File: config.mk
export PLATFORM = sky130hd
export DESIGN_NAME = ctl3w_slave
export DESIGN_NICKNAME = d
export VERILOG_FILES = /design/src/rtl/ctl3w_pkg.sv /design/src/rtl/ctl3w_sync.sv /design/src/rtl/ctl3w_shift.sv /design/src/rtl/ctl3w_regs.sv /design/src/rtl/ctl3w_slave.sv
export SDC_FILE = /design/constraint.sdc
export NUM_CORES = 1
export LEC_CHECK = 0
export ABC_AREA = 1
export BUFFER_PORTS_ARGS = -buffer_cell sky130_fd_sc_hd__buf_2
export CAP_MARGIN = 40
export CORE_MARGIN = 5
export CORE_UTILIZATION = 63
export CTS_BUF_LIST = sky130_fd_sc_hd__clkbuf_16
export CTS_CLUSTER_SIZE = 20
export DETAILED_ROUTE_END_ITERATION = 16
export PLACE_DENSITY_LB_ADDON = 0.12
export SLEW_MARGIN = 25
export SYNTH_ARGS = -nofsm -noshare
export SYNTH_HDL_FRONTEND = slang
export SYNTH_HIERARCHICAL = 1
export SYNTH_SLANG_ARGS = --single-unit
File: constraint.sdc
create_clock -name clk -period 5.15 [get_ports clk]
set_input_delay 0 -clock clk [delete_from_list [all_inputs] [get_ports clk]]
set_output_delay 0 -clock clk [all_outputs]
set_load 0.05 [all_outputs]
File: src/rtl/ctl3w_pkg.sv
package ctl3w_pkg;
    typedef enum logic [2:0] {
        S_SLEEP,
        S_IDLE,
        S_SEL_WR,
        S_SEL_RD,
        S_WR_REG,
        S_PREP_DONE,
        S_RD_XMIT
    } ctl_state_t;

    localparam logic [1:0] OPM_WRITE = 2'b10;
    localparam logic [1:0] OPM_READ  = 2'b11;
    localparam int         BYTE_W    = 8;
    localparam int         REG_W     = 16;
endpackage

File: src/rtl/ctl3w_sync.sv
module ctl3w_sync #(
    parameter int STAGES = 2
) (
    input  logic clk,
    input  logic rst_n,
    input  logic bus_clk,
    input  logic bus_mode,
    input  logic bus_dat,
    output logic clk_rise,
    output logic clk_fall,
    output logic mode_lvl,
    output logic mode_chg,
    output logic dat_lvl
);
    localparam int TOP = STAGES - 1;

    logic [TOP:0] ck_p, md_p, dt_p;
    logic         ck_d, md_d;

    always_ff @(posedge clk or negedge rst_n) begin
        if (!rst_n) begin
            ck_p <= '0;
            md_p <= '0;
            dt_p <= '0;
            ck_d <= 1'b0;
            md_d <= 1'b0;
        end else begin
            ck_p <= {ck_p[TOP-1:0], bus_clk};
            md_p <= {md_p[TOP-1:0], bus_mode};
            dt_p <= {dt_p[TOP-1:0], bus_dat};
            ck_d <= ck_p[TOP];
            md_d <= md_p[TOP];
        end
    end

    assign clk_rise = ck_p[TOP] & ~ck_d;
    assign clk_fall = ~ck_p[TOP] & ck_d;
    assign mode_lvl = md_p[TOP];
    assign mode_chg = md_p[TOP] ^ md_d;
    assign dat_lvl  = dt_p[TOP];
endmodule

File: src/rtl/ctl3w_shift.sv
module ctl3w_shift (
    input  logic       clk,
    input  logic       rst_n,
    input  logic       bit_stb,
    input  logic       restart,
    input  logic       din,
    output logic       byte_done,
    output logic [7:0] byte_val,
    output logic [2:0] bit_cnt
);
    logic [6:0] sr;

    always_ff @(posedge clk or negedge rst_n) begin
        if (!rst_n) begin
            sr      <= '0;
            bit_cnt <= '0;
        end else if (restart) begin
            bit_cnt <= '0;
        end else if (bit_stb) begin
            sr      <= {din, sr[6:1]};
            bit_cnt <= bit_cnt + 3'd1;
        end
    end

    assign byte_done = bit_stb && !restart && (bit_cnt == 3'd7);
    assign byte_val  = {din, sr};

    // a mode change always leaves the counter at bit 0
    p_restart_clears_r11: assert property (@(posedge clk) disable iff (!rst_n)
        restart |=> (bit_cnt == 3'd0));
endmodule

File: src/rtl/ctl3w_regs.sv
module ctl3w_regs #(
    parameter int NUM_REGS = 4,
    parameter int IDX_W    = 2
) (
    input  logic                   clk,
    input  logic                   rst_n,
    input  logic                   wr_en,
    input  logic [IDX_W-1:0]       wr_idx,
    input  logic [15:0]            wr_data,
    input  logic [IDX_W-1:0]       rd_idx,
    output logic [15:0]            rd_data,
    output logic [NUM_REGS*16-1:0] regs_flat
);
    logic [15:0] mem [NUM_REGS];

    for (genvar g = 0; g < NUM_REGS; g++) begin : g_reg
        always_ff @(posedge clk or negedge rst_n) begin
            if (!rst_n)
                mem[g] <= '0;
            else if (wr_en && wr_idx == IDX_W'(g))
                mem[g] <= wr_data;
        end
        assign regs_flat[g*16 +: 16] = mem[g];

        // a strobed write lands in the addressed register
        p_write_lands_r5: assert property (@(posedge clk) disable iff (!rst_n)
            (wr_en && wr_idx == IDX_W'(g)) |=> (mem[g] == $past(wr_data)));
        // without a strobe no register moves
        p_hold_without_write_r6: assert property (@(posedge clk) disable iff (!rst_n)
            !wr_en |=> $stable(mem[g]));
    end

    assign rd_data = mem[rd_idx];
endmodule

File: src/rtl/ctl3w_slave.sv
module ctl3w_slave #(
    parameter logic [5:0] DEV_ID   = 6'h15,
    parameter int         NUM_REGS = 4
) (
    input  logic                   clk,
    input  logic                   rst_n,
    input  logic                   ser_clk_i,
    input  logic                   ser_mode_i,
    input  logic                   ser_dat_i,
    output logic                   ser_dat_o,
    output logic                   ser_dat_oe,
    output logic [NUM_REGS*16-1:0] regs_o
);
    import ctl3w_pkg::*;

    localparam int         IDX_W     = (NUM_REGS > 1) ? $clog2(NUM_REGS) : 1;
    localparam logic [6:0] REG_LIMIT = 7'(NUM_REGS);

    logic clk_rise, clk_fall, mode_lvl, mode_chg, dat_lvl;
    logic bit_stb, byte_done;
    logic [7:0] byte_val;
    logic [2:0] bit_cnt;

    ctl_state_t state, nxt;

    logic [6:0]  tgt_addr, prep_addr;
    logic        prep_seen, hi_phase, tx_hi, dat_oe;
    logic [7:0]  lo_hold, tx_sr;
    logic        wr_en, rd_ok;
    logic [15:0] rd_data;
    logic [7:0]  hdr_byte, rd_lo, rd_hi;

    logic addr_byte, data_byte, enter_addr, enter_data;

    ctl3w_sync #(.STAGES(2)) u_sync (
        .clk      (clk),
        .rst_n    (rst_n),
        .bus_clk  (ser_clk_i),
        .bus_mode (ser_mode_i),
        .bus_dat  (ser_dat_i),
        .clk_rise (clk_rise),
        .clk_fall (clk_fall),
        .mode_lvl (mode_lvl),
        .mode_chg (mode_chg),
        .dat_lvl  (dat_lvl)
    );

    assign bit_stb = clk_rise && (state != S_SLEEP);

    ctl3w_shift u_shift (
        .clk       (clk),
        .rst_n     (rst_n),
        .bit_stb   (bit_stb),
        .restart   (mode_chg),
        .din       (dat_lvl),
        .byte_done (byte_done),
        .byte_val  (byte_val),
        .bit_cnt   (bit_cnt)
    );

    assign addr_byte  = byte_done && !mode_lvl;
    assign data_byte  = byte_done && mode_lvl;
    assign enter_addr = mode_chg && !mode_lvl;
    assign enter_data = mode_chg && mode_lvl;

    function automatic ctl_state_t sel_of(input logic [7:0] b);
        if (b[7:2] != DEV_ID)     return S_IDLE;
        if (b[1:0] == OPM_WRITE)  return S_SEL_WR;
        if (b[1:0] == OPM_READ)   return S_SEL_RD;
        return S_IDLE;
    endfunction

    always_comb begin
        nxt = state;
        unique case (state)
            S_SLEEP:     if (clk_rise) nxt = S_IDLE;
            S_IDLE:      nxt = S_IDLE;
            S_SEL_WR:    if (data_byte) nxt = byte_val[0] ? S_PREP_DONE : S_WR_REG;
            S_SEL_RD:    if (enter_data) nxt = S_RD_XMIT;
            S_WR_REG:    nxt = S_WR_REG;
            S_PREP_DONE: nxt = S_PREP_DONE;
            S_RD_XMIT:   nxt = S_RD_XMIT;
            default:     nxt = S_IDLE;
        endcase
        if (state != S_SLEEP) begin
            if (enter_addr)
                nxt = S_IDLE;
            else if (addr_byte)
                nxt = sel_of(byte_val);
        end
    end

    always_ff @(posedge clk or negedge rst_n) begin
        if (!rst_n) state <= S_SLEEP;
        else        state <= nxt;
    end

    assign rd_ok    = prep_seen && (prep_addr < REG_LIMIT);
    assign hdr_byte = {prep_addr, ~rd_ok};
    assign rd_lo    = rd_ok ? rd_data[7:0]  : 8'h00;
    assign rd_hi    = rd_ok ? rd_data[15:8] : 8'h00;
    assign wr_en    = (state == S_WR_REG) && data_byte && hi_phase && (tgt_addr < REG_LIMIT);

    always_ff @(posedge clk or negedge rst_n) begin
        if (!rst_n) begin
            tgt_addr  <= '0;
            prep_addr <= '0;
            prep_seen <= 1'b0;
            hi_phase  <= 1'b0;
            lo_hold   <= '0;
            tx_sr     <= '0;
            tx_hi     <= 1'b0;
            dat_oe    <= 1'b0;
        end else begin
            dat_oe <= (nxt == S_RD_XMIT);
            unique case (state)
                S_SEL_WR: begin
                    if (data_byte) begin
                        tgt_addr <= byte_val[7:1];
                        hi_phase <= 1'b0;
                        if (byte_val[0]) begin
                            prep_addr <= byte_val[7:1];
                            prep_seen <= 1'b1;
                        end
                    end
                end
                S_WR_REG: begin
                    if (data_byte) begin
                        if (!hi_phase) lo_hold <= byte_val;
                        hi_phase <= !hi_phase;
                    end
                end
                S_SEL_RD: begin
                    if (enter_data) begin
                        tx_sr <= hdr_byte;
                        tx_hi <= 1'b0;
                    end
                end
                S_RD_XMIT: begin
                    if (clk_fall) begin
                        if (bit_cnt == 3'd0) begin
                            tx_sr <= tx_hi ? rd_hi : rd_lo;
                            tx_hi <= !tx_hi;
                        end else begin
                            tx_sr <= {1'b0, tx_sr[7:1]};
                        end
                    end
                end
                default: ;
            endcase
        end
    end

    ctl3w_regs #(.NUM_REGS(NUM_REGS), .IDX_W(IDX_W)) u_regs (
        .clk       (clk),
        .rst_n     (rst_n),
        .wr_en     (wr_en),
        .wr_idx    (tgt_addr[IDX_W-1:0]),
        .wr_data   ({byte_val, lo_hold}),
        .rd_idx    (prep_addr[IDX_W-1:0]),
        .rd_data   (rd_data),
        .regs_flat (regs_o)
    );

    assign ser_dat_oe = dat_oe;
    assign ser_dat_o  = dat_oe ? tx_sr[0] : 1'b0;

    // leaving the data phase drops the driver on the next cycle
    p_oe_drop_r9: assert property (@(posedge clk) disable iff (!rst_n)
        (ser_dat_oe && mode_chg) |=> !ser_dat_oe);
    // the driven bit moves only after a falling bus-clock edge
    p_tx_hold_r9: assert property (@(posedge clk) disable iff (!rst_n)
        (ser_dat_oe && $past(ser_dat_oe) && !$past(clk_fall)) |-> $stable(ser_dat_o));
    // asleep, nothing is written and nothing is driven
    p_sleep_quiet_r10: assert property (@(posedge clk) disable iff (!rst_n)
        (state == S_SLEEP) |-> (!wr_en && !ser_dat_oe));
    // an unused operation code deselects
    p_unused_code_r3: assert property (@(posedge clk) disable iff (!rst_n)
        (addr_byte && !byte_val[1]) |=> (state == S_IDLE));
endmodule

* Word-level counts from Yosys, hierarchy flattened
Cells that the tools add are included.
Widths: inputs -> output; s select.
** Storage, ports and cells
- Register bits after elaboration :: 119
- Bits of input ports :: 5
- Output and inout bits :: 66
- Word-level logic and storage cells :: 133
** Operators by class
- $add $sub $neg :: 1
- Magnitude comparators :: 3
- Equality and inequality tests :: 18
- Muxes and demuxes :: 49
- Bitwise logic cells :: 9
- Reductions and logical operators :: 33
** Operators by type and width (number)
- $mux 8 :: 6
- $mux 3 :: 14
- $bmux 16 s2 :: 1
- $mux 16 :: 2
- $mux 1 :: 22
- $pmux 3 s6 :: 1
- $pmux 8 s2 :: 1
- $eq 3x3->1 const B :: 5
- $logic_and 1x1->1 :: 15
- $lt 7x3->1 const B :: 2
- $reduce_and 3->1 :: 4
- $ne 2x2->1 const B :: 5
- $eq 2x2->1 const B :: 4
- $eq 3x2->1 const B :: 2
- $logic_not 3->1 :: 2
- $ne 6x5->1 const B :: 1
- $reduce_bool 2->1 :: 3
- $not 1->1 :: 5
- $logic_not 1->1 :: 4
- $pmux 1 s2 :: 2
- $reduce_and 2->1 :: 2
- $reduce_and 4->1 :: 1
- $add 3x1->3 const B :: 1
- $ge 3x3->1 const B :: 1
- other kinds (6) :: 7

* Logic depth before layout (Yosys ltp)
Gate-level depths: netlist of the first run.
- Depth in word-level cells :: 25
- Gate-level depth with buffers :: 15

* Cells and area by module
The synthesis of the first run kept the hierarchy.
** By module, submodules not included
- ctl3w_regs :: instances 1, cells each 470, area an instance 3447.1 um^2, seq. area each 1601.5 um^2
- ctl3w_slave :: instances 1, cells each 259, area an instance 1911.8 um^2, seq. area each 925.9 um^2
- ctl3w_shift :: instances 1, cells each 51, area an instance 455.4 um^2, seq. area each 250.2 um^2
- ctl3w_sync :: instances 1, cells each 17, area an instance 234.0 um^2, seq. area each 200.2 um^2

* Worst setup path before layout of the first run
Ideal clock, no wire load.
- Path type :: flip-flop to flip-flop
- Start point :: reg state[2]
- End point :: reg u_regs.mem, in the netlist u_regs/regs_flat[12]
- Setup time :: 0.065 ns
- Data arrival time :: 2.315 ns
- Required time :: 5.085 ns
- Slack :: 2.770 ns
- Cell stages (with the launch flop) :: 14
- Clock period less this slack :: 2.380 ns
- Cells stage by stage :: dfrtp_1 > inv_1 > a21boi_0 > nand2_2 > nor2_1 > nand2_1 > inv_1 > nand3_1 > nor3_1 > buf_6 > buf_6 > buf_2 > nand3_1 > nand2_1
** Between the ends
- Word-level cells in the longest chain between the ends :: 9
** RTL lines
- from (decl) :: RTL line ctl3w_slave.sv:24 : ctl_state_t state, nxt;
- from (signal assigned) :: RTL line ctl3w_slave.sv:95 : else state <= nxt;
- $reduce_bool 3->1 :: RTL line ctl3w_slave.sv:48 : assign bit_stb = clk_rise && (state != S_SLEEP);
- $logic_and 1x1->1 :: RTL line ctl3w_slave.sv:48
- net bit_stb :: RTL line ctl3w_slave.sv:20 : logic bit_stb, byte_done;
- $logic_and 1x1->1 (2 in a row) :: RTL line ctl3w_shift.sv:25 : assign byte_done = bit_stb && !restart && (bit_cnt == 3'd7);
- net byte_done :: RTL line ctl3w_slave.sv:20
- $logic_and 1x1->1 :: RTL line ctl3w_slave.sv:62 : assign data_byte = byte_done && mode_lvl;
- $logic_and 1x1->1 (3 in a row) :: RTL line ctl3w_slave.sv:102 : assign wr_en = (state == S_WR_REG) && data_byte && hi_phase && (tgt_addr < REG_LIMIT);
- net wr_en :: RTL line ctl3w_slave.sv:29 : logic wr_en, rd_ok;
- $logic_and 1x1->1 :: RTL line ctl3w_regs.sv:20 : else if (wr_en && wr_idx == IDX_W'(g))
- to (signal, indexed assignment) :: RTL line ctl3w_regs.sv:21 : mem[g] <= wr_data;
- to (decl) :: RTL line ctl3w_regs.sv:14 : logic [15:0] mem [NUM_REGS];
The timed path passes the listed nets, and every way through them passes these cells.
A chain may end at the register's enable or synchronous reset.

* Worst setup path after layout of the first run
- Start point :: reg state[2]
- End point :: reg u_regs.mem, in the netlist u_regs/regs_flat[49]
The elaborated chain is that of the path after synthesis.

==> results of run 1 <==
-- cells by family (layout without fill, tap and decap cells) --
| kind of cell | Yosys count | after routing |
|---|---|---|
| flip-flops | 119 | 119 |
| multiplexers | 3 | 3 |
| AND/OR/NAND/NOR | 458 | 458 |
| AO/OA/AOI/OAI | 52 | 52 |
| buffers and inverters | 163 | 240 |
| adder cells (fa/ha/maj) | 2 | 2 |
-- critical path: stages, from the launching register on --
cell and delay (ns):
dfrtp_1 0.48, inv_1 0.12, a21boi_0 0.22, buf_4 0.22, nand2_2 0.14, nor2_1 0.21, nand2_1 0.09, inv_1 0.11
nand3_1 0.12, nor3_2 0.17, buf_4 0.54, nand3_4 0.40, nand2_1 0.22, o21ai_2 0.07
-- where the power goes --
part	internal (mW)	switching [mW]
registers	0.954	0.0601
logic	0.0218	0.0598
clock network	0.761	0.446
-- flip-flops by register name, indices dropped and copies added (netlist names), 2 cells and up --
register,count
u_regs/regs_flat,64
lo_hold,8
tx_sr,8
prep_addr,7
tgt_addr,7
u_shift/sr,7
state,3
u_shift/bit_cnt,3
u_sync/ck_p,2
u_sync/dt_p,2
u_sync/md_p,2
-- layout make-up --
type | count | area [um2] | share of cell area
inverter | 126 | 473.0 | 0.06687
clock inverter | 15 | 177.7 | 0.02512
sequential | 119 | 2978 | 0.4210
tap | 129 | 161.4 | 0.02282
timing repair buffer | 82 | 500.5 | 0.07076
multi-input combinational | 515 | 2357 | 0.3333
clock buffer | 17 | 425.4 | 0.06015
-- synthesized netlist by cell type, drive strengths merged --
cell,instances
o22ai,5
o21ai,30
mux2,3
nand2,322
nand3,77
dfrtp,119
a21oi,16
nor2,22
nor3,2
clkinv,1
a21boi,1
nand4,35
inv,125
buf,35
ha,2
clkbuf,2
-- metal layers --
| layer | vias up | wire length, um | track usage |
|---|---|---|---|
| met2 | 317 | 7472 | 0.4463 |
| met5 | - | 0 | 0 |
| met4 | 0 | 435 | 0.1172 |
| met1 | 2603 | 6605 | 0.4096 |
| li1 | 2604 | - | - |
| met3 | 48 | 2001 | 0.08239 |
-- worst min-delay path by stage --
stage,startpoint,to,slack (ns),cells after the start
6_report,rst_n,u_regs/regs_flat[6],0.03,2
5_1_grt,rst_n,u_regs/regs_flat[6],0.06,2
4_1_cts,ser_clk_i,u_sync/ck_p[0],0.22,2
3_5_place_dp,ser_mode_i,u_sync/md_p[0],0.11,1
3_3_place_gp,ser_mode_i,u_sync/md_p[0],0.11,1
2_1_floorplan,rst_n,hi_phase,-0.30,0
-- what timing repair did --
action,4_1_cts,5_1_grt
setup buffers,0,0
hold buffers,4,0
setup endpoints to repair,0,0
endpoints found under the hold margin,67,0
==> summary.md, run 1 <==
| Metric | Value |
|---|---|
| Outcome | `finished clean` |
| CTS Root Cell | `clkbuf_16` |
| Most common cell after layout, fill and taps aside | `nand2_1` |
| Antenna-violating nets left | `0` |
| Pwr Density | `325.5 nW/um2` |
| Area grow syn2layout | `16.94%` |
| GRT overflow | `0` |
| DRT Wirelength | `16520 um` |
| Clock-pin slew on the worst setup and hold paths | `0.06 ns` |
| Mean Syn Cell Area | `roughly 7.6 um2` |
| Worst R2R Setup Slack | `1.90 ns` |
| Unique cell type count in the Yosys netlist | `29` |
| Core Region | `9284 um2` |
| 1st-iter DRT viols | `497` |
| Area fraction in compound gates after synthesis | `0.05068` |
| Antenna cell count | `0` |
| Synthesized Nets | `about 800` |
| Area after DPL | `6410 um2` |
| Remaining DRCs | `0` |
| DR WL/cell | `about 16 um` |
| Worst hold slack | `about 0.034 ns` |
| Worst VDD drop | `274.0 uV` |
| Adder-cell share of the synthesized area | `0.004137` |
| Total CTS buffers | `17` |
| Crit path max fanout | `52` |
| Yosys warns | `6` |
| Port bufs | `70` |
| Layout cells sized above 1 | `0.1590` |
| Setup TNS | `0 ns` |
| Max Freq | `around 300 MHz` |
| CTS Sinks | `119` |
| Main combinational cell family by area after synthesis | `simple AND/OR/NAND/NOR gates` |
| Pin count of the biggest net entering global routing | `66` |
| Post-CTS Resized | `0` |
| Leak | `3.907 nW` |
| Total number of vias | `5572` |
| First-pass GRT wire length | `26590 um` |
| Final Worst Setup Slack | `1.905 ns` |
| Worst-Margin Slew | `0.6750 ns` |
| CP Capture Type | `flop` |
| # fillers | `732` |
| Worst setup startpoint | `state[2]` |
| Synthesized cell area | `6048 um2` |
| Worst slew margin relative to its limit | `0.5500` |
| Top post-synthesis cells by area | `dfrtp_1 (49%), nand2_1 (20%), inv_1 (7.4%), nand3_1 (6.0%), nand4_1 (3.6%)` |
| Worst Setup EP | `u_regs/regs_flat[49]` |
| Layout Cells excl Fill | `1003` |
| Gate Count Post-Synth | `roughly 800` |
| Design Area, Final | `7073 um2` |
| Initial antenna violation count | `0` |
| Die Span Y | `108.0 um` |
| Data arrival time of the worst path | `3.54 ns` |
| Starting density of the core | `0.6515` |
| Setup Viol. Count Final | `0` |
| Worst-Skew Late Latency | `between 0.4 and 0.5 ns` |
| I/O pin cnt | `71` |
| Final Hold Fails | `0` |
| Dpl cells | `966` |
| Yosys top cell area share | `0.4923` |
| Period utilization | `0.6302` |
| Most frequent cells in the layout | `nand2_1 (317), inv_1 (120), dfrtp_1 (119)` |
| Clock skew | `0.01036 ns` |
| Reg2reg end | `u_regs/regs_flat[49]` |
| GR Util All Layers | `0.2964` |
| Post-synthesis xor/xnor area fraction | `0` |
| Register area share after synthesis | `0.4923` |
| Vias in the first global route | `between 5000 and 6000` |
| CP required | `around 5.4 ns` |
| Nets@finish | `868` |
| Fin util | `0.7619` |
| Tot Pwr | `2.302 mW` |
| Biggest area consumer among synthesized cells | `dfrtp_1` |
| RSZ-0062 raised after global routing | `false` |
| Minimum clock period | `3.245 ns` |
| HP Class | `input port to asynchronous set/reset pin` |
| Via-to-Cell Ratio | `5.555` |
| Yosys reg bits | `119` |
| Crit Reg-Reg Startpoint | `state[2]` |
| R2R depth | `13` |
| DRT Pass-1 Iters | `5` |
| H-tree Lvls | `4` |
| Post-synthesis mux area share | `0.005585` |
| Die width | `108.0 um` |
| Post-synthesis simple-gate area fraction | `0.3285` |
| Slew Limit Fails | `0` |
| Cell Rows | `35` |
| DP Worst Slack | `about 2.0 ns` |
| Detailed Place HPWL | `10790 um` |
| Clock tree buffer depth | `2` |
| Setup Crit Path Kind | `flop to flop` |
| Critical Path Start Type | `flop` |
| Die area | `11660 um2` |
| Max Cap Viol | `0` |
| CTS tree | `yes` |
| GP Congestion | `0.8819` |
Power figures use the tool's default switching activity.
==> run 2, diff against run 1 <==
Settings changed: CORE_UTILIZATION 63 to 53.
Clock period 5.15 ns to 2.9 ns, I/O delays scaled along.
==> run 2 against run 1 <==
- worst setup slack got worse by 1.6 ns
- critical path depth fell by 1
- clock skew fell by 0.0023 ns
- first-iteration DRC count rose by 12%
- clock power rose by 83%
- worst hold slack improved by 0.15 ns
- sequential share of layout area fell by 0.33 points
- via count fell by 3.7%
- fmax rose by 24%
- die area rose by 17%
- combinational power rose by 72%
==> summary.md, run 2 (synthesis results as in run 1) <==
| Metric | Value |
|---|---|
| Outcome | `finished clean` |
| Worst R2R Setup Slack | `0.28 ns` |
| H-tree Lvls | `4` |
| Max FFs per register | `64` |
| Vias in the first global route | `5012` |
| Core Region | `about 11000 um2` |
| Cell Rows | `39` |
| Antenna cell count | `0` |
| Max Cap Viol | `0` |
| DP Worst Slack | `0.1476 ns` |
| Crit-path slowest cell | `dfrtp_1` |
| Period utilization | `0.9045` |
| GP Congestion | `0.9143` |
| DR WL/cell | `between 15 and 20 um` |
| Total CTS buffers | `17` |
| Slowest Stage Delay on Critical Path | `0.49 ns` |
| Initial antenna violation count | `0` |
| Sequential power share | `0.434` |
| Crit Reg-Reg Startpoint | `state[2]` |
| Nets@finish | `873` |
| Slew Limit Fails | `0` |
| Comb power frac | `0.034` |
| Setup Viol. Count Final | `0` |
| Data arrival time of the worst path | `2.92 ns` |
| Area grow syn2layout | `17.87%` |
| Delay-heaviest family, CP | `simple AND/OR/NAND/NOR gates` |
| Antenna-violating nets left | `0` |
| Via-to-Cell Ratio | `5.256` |
| Pwr Density | `581.9 nW/um2` |
| Die area | `about 14000 um2` |
| Most frequent cells in the layout | `nand2_1 (317), inv_1 (120), dfrtp_1 (119)` |
| Most common cell after layout, fill and taps aside | `nand2_1` |
| Clock skew | `0.008021 ns` |
| HP Class | `input port to asynchronous set/reset pin` |
| Worst-Margin Slew | `0.7145 ns` |
| Die width | `116.8 um` |
| Internal Power | `3.228 mW` |
| Worst-Skew Late Latency | `0.41 ns` |
| RSZ-0062 raised after global routing | `false` |
| Buf/Inv on CP | `3` |
| Net switching power | `0.9205 mW` |
| Minimum clock period | `about 2.6 ns` |
| Die Span Y | `between 100 and 150 um` |
| CP Cell Sequence | `inv_1 -> a21boi_1 -> nand2_2 -> nor2_1 -> nand2_1 -> inv_1 -> nand3_1 -> nor3_2 -> buf_12 -> nand3_4 -> nand2_1 -> o21ai_2` |
| Switching power share of the total | `0.2219` |
| Fin util | `0.6298` |
| First-pass GRT wire length | `26570 um` |
| Tot Pwr | `just over 4 mW` |
| Clock share of power | `0.532` |
| Crit path max fanout | `between 50 and 60` |
| CP required | `about 3.2 ns` |
| Layout cells sized above 1 | `0.1583` |
| GR Util All Layers | `0.2555` |
| Worst slew margin relative to its limit | `0.5231` |
| CTS Sinks | `119` |
| Max Freq | `around 380 MHz` |
| CP Capture Type | `flop` |
| Critical Path Start Type | `flop` |
| Clock tree buffer depth | `2` |
| DRT Pass-1 Iters | `5` |
| Remaining DRCs | `0` |
| CTS tree | `yes` |
| Worst VDD drop | `roughly 440 uV` |
| Setup Crit Path Kind | `flop to flop` |
| Total number of vias | `5366` |
| CTS Root Cell | `clkbuf_16` |
| Final Hold Fails | `0` |
| Starting density of the core | `0.5343` |
| Worst hold slack | `about 0.19 ns` |
| R2R depth | `12` |
| Final Worst Setup Slack | `0.2769 ns` |
| Detailed Place HPWL | `11180 um` |
| Reg2reg end | `u_regs/regs_flat[49]` |
| DRT Wirelength | `16580 um` |
| I/O pin cnt | `just over 70` |
| Pin count of the biggest net entering global routing | `56` |
| GRT overflow | `0` |
| Setup TNS | `0 ns` |
| Port bufs | `70` |
| Clock-pin slew on the worst setup and hold paths | `0.05 ns` |
| Worst setup startpoint | `state[2]` |
| Leak | `3.937 nW` |
| 1st-iter DRT viols | `556` |
[run 2: stage by stage]
step                      std cells  cell area, um2
final                          1021            7129
after global routing           1021            7129
after CTS                      1020            7112
after detailed placement        985            6457
after global placement          983            6427
after floorplan                 797            6048
[run 2: cell type report]
type / instances / area (um2)
Clock inverter: 14 / 188.9
Sequential cell: 119 / 2978
Tap cell: 143 / 178.9
Inverter: 126 / 473.0
Clock buffer: 17 / 425.4
Timing Repair Buffer: 86 / 510.5
Multi-Input combinational cell: 516 / 2375
Fill cell: 1015 / 4192
[run 2: repair_timing]
item,4_1_cts,5_1_grt
setup endpoints to repair,0,17
hold endpoints to repair,56,0
gates resized for setup,0,2
buffers inserted,0,0
hold buffers,4,0
[run 2: worst max-delay path by stage]
stage | endpoint | depth (start not counted) | slack (ns)
floorplan | u_regs/regs_flat[12] | 13 | 0.52
finish | u_regs/regs_flat[49] | 12 | 0.28
CTS | u_regs/regs_flat[49] | 12 | 0.09
global placement | u_regs/regs_flat[52] | 12 | 0.24
detailed placement | u_regs/regs_flat[50] | 12 | 0.15
global route | u_regs/regs_flat[49] | 12 | 0.04
[run 2: metal layers]
metal	vias up	wire, um	part of all wire	global-route usage
li1	2619	-	-	-
met1	2490	7449	0.45	0.3676
met2	231	7514	0.45	0.3830
met3	26	1313	0.079	0.05501
met4	0	301	0.018	0.09327
met5	-	0	0	0
[run 2: power by group through the flow]
stage               clock, mW  sequential (mW)  combinational, mW
global route             2.32             1.81              0.164
floorplan                   0             1.77             0.0802
CTS                      2.24             1.80              0.143
global placement            0             1.83              0.133
detailed placement          0             1.83              0.138
finish                   2.21             1.80              0.140
==> run 3, diff against run 2 <==
Settings changed: CORE_MARGIN 5 to not set, PLACE_DENSITY set to 0.77, PLACE_DENSITY_LB_ADDON 0.12 to not set.
==> run 3 against run 2 <==
- clock skew rose by 0.017 ns
- register-to-register slack improved by 0.04 ns
- critical path depth did not move
- largest cell class unchanged
- wire length fell by 4.1%
- critical endpoint is now u_regs/regs_flat[56]
- combinational power barely moved
- via count rose by 3.1%
- highest routed layer unchanged
- global-route usage rose by 3.9 points
- worst hold slack got worse by 0.066 ns
- final cell count fell by 0.39%
- first-iteration DRC count rose by 9.2%
==> summary.md, run 3 (synthesis results as in run 1) <==
| Metric | Value |
|---|---|
| Antenna cell count | `0` |
| Minimum clock period | `2.581 ns` |
| H-tree Lvls | `4` |
| Worst slew margin relative to its limit | `0.5441` |
| # fillers | `935` |
| Port bufs | `70` |
| CTS tree | `yes` |
| DRT Wirelength | `between 15000 and 20000 um` |
| 1st-iter DRT viols | `607` |
| Total CTS buffers | `17` |
| Die Span Y | `108.8 um` |
| HP Class | `input port to asynchronous set/reset pin` |
| Worst VDD drop | `between 800 and 900 uV` |
| GR Util All Layers | `0.2944` |
| Setup Viol. Count Final | `0` |
| Dpl cells | `980` |
| DRT Pass-1 Iters | `5` |
| Via-to-Cell Ratio | `5.441` |
| Pin count of the biggest net entering global routing | `72` |
| Max FFs per register | `64` |
| Met2 Use GR | `0.4308` |
| Outcome | `finished clean` |
| DP Worst Slack | `0.1274 ns` |
| CP Cell Sequence | `inv_1 -> a21boi_1 -> nand2_2 -> nor2_1 -> nand2_1 -> inv_1 -> nand3_1 -> nor3_2 -> buf_12 -> nand3_4 -> nand2_1 -> o21ai_1` |
| Vias in the first global route | `4999` |
| CP required | `between 3 and 4 ns` |
| Final Hold Fails | `0` |
| Pwr Density | `roughly 600 nW/um2` |
| GR Util met3 | `0.07651` |
| Critical Path Start Type | `flop` |
| GP Congestion | `between 0.8 and 0.9` |
| DR WL/cell | `15.64 um` |
| Slew Limit Fails | `0` |
| Leak | `3.947 nW` |
| Worst-Skew Late Latency | `0.43 ns` |
| Remaining DRCs | `0` |
| Clock tree buffer depth | `2` |
| Detailed Place HPWL | `10550 um` |
| Met1 Use GR | `0.4198` |
| First-pass GRT wire length | `25780 um` |
| Period utilization | `0.8899` |
| Crit path max fanout | `53` |
| Nets@finish | `slightly below 900` |
| Layout cells sized above 1 | `0.1596` |
| Crit-path slowest cell | `dfrtp_1` |
| CTS Sinks | `119` |
| GRT overflow | `0` |
| Worst-Margin Slew | `0.6818 ns` |
| Core Region | `10980 um2` |
| GR peak layer | `met2` |
| Slowest Stage Delay on Critical Path | `0.48 ns` |
| Most common cell after layout, fill and taps aside | `nand2_1` |
| Data arrival time of the worst path | `2.89 ns` |
| Layout Cells excl Fill | `1017` |
| Final Worst Setup Slack | `0.3193 ns` |
| Delay-heaviest family, CP | `simple AND/OR/NAND/NOR gates` |
| Antenna-violating nets left | `0` |
| CTS Root Cell | `clkbuf_16` |
| Max Cap Viol | `0` |
| Clock skew | `0.02485 ns` |
| Die width | `about 110 um` |
| Initial antenna violation count | `0` |
| RSZ-0062 raised after global routing | `false` |
| Area grow syn2layout | `18.39%` |
| Max Freq | `387.5 MHz` |
| Cell Rows | `38` |
| Die area | `11840 um2` |
| Starting density of the core | `0.5507` |
| Tot Pwr | `4.294 mW` |
| I/O pin cnt | `71` |
| Total number of vias | `5534` |
| CP Capture Type | `flop` |
| Setup Buffers After CTS | `0` |
| Buf/Inv on CP | `3` |
| Most frequent cells in the layout | `nand2_1 (317), inv_1 (121), dfrtp_1 (119)` |
| Setup TNS | `0 ns` |
| Setup Crit Path Kind | `flop to flop` |
| Clock-pin slew on the worst setup and hold paths | `0.06 ns` |
## run 3: cell types whose count changed in the layout (fill, tap and decap cells not counted), sizes merged
cell / change
buf: -2
bufinv: +1
clkinv: -4
clkinvlp: +2
inv: +2
## run 3: worst paths after layout
path,depth (start not counted),to,start,slack (ns)
min in group clk,2,u_sync/ck_p[0],ser_clk_i,0.21
min reg2reg,0,u_sync/ck_p[1],u_sync/ck_p[0],0.34
min,2,u_regs/regs_flat[6],rst_n,0.12
max reg2reg,12,u_regs/regs_flat[56],state[2],0.32
max,12,u_regs/regs_flat[56],state[2],0.32
max in group asynchronous,3,u_sync/ck_p[0],rst_n,1.99
## run 3: repair_timing
action,4_1_cts,5_1_grt
hold buffers,4,0
resized for setup,0,2
endpoints found under the hold margin,51,0
setup endpoints to repair,0,33
## run 3: power by group
group	internal (mW)	switching, mW
clock network	1.60	0.757
registers	1.69	0.105
logic	0.0399	0.0993
total	3.33	0.961
## run 3: worst register-to-register path, stage by stage (launching register included)
cell and delay (ns):
dfrtp_1 0.48, inv_1 0.13, a21boi_1 0.24, nand2_2 0.08
nor2_1 0.16, nand2_1 0.09, inv_1 0.12, nand3_1 0.13
nor3_2 0.27, buf_12 0.30, nand3_4 0.28, nand2_1 0.13
o21ai_1 0.07
## run 3: layout make-up
| class | count | area (um2) | area share |
|---|---|---|---|
| clock buffer | 17 | 425.4 | 0.05941 |
| multi-input combinational | 516 | 2375 | 0.3316 |
| inverter | 126 | 473.0 | 0.06605 |
| sequential | 119 | 2978 | 0.4159 |
| clock inverter | 15 | 234.0 | 0.03268 |
| timing repair buffer | 84 | 500.5 | 0.06989 |
| tap | 140 | 175.2 | 0.02446 |
## run 3: metrics by stage
step	utilization	hold slack, ns	instance area [um2]
final	0.6520	0.1192	7161
after global routing	0.6520	0.2008	7161
after CTS	0.6504	0.1492	7143
after detailed placement	0.5867	0.05833	6444
after global placement	0.5853	0.05395	6429
after floorplan	-	-0.2956	6048
## run 3: metal layers
layer	wire length, um	up-vias	share of wire
met1	6893	2603	0.43
met4	276	0	0.017
met2	7135	279	0.45
met3	1596	30	0.10
met5	0	-	0
li1	-	2622	-
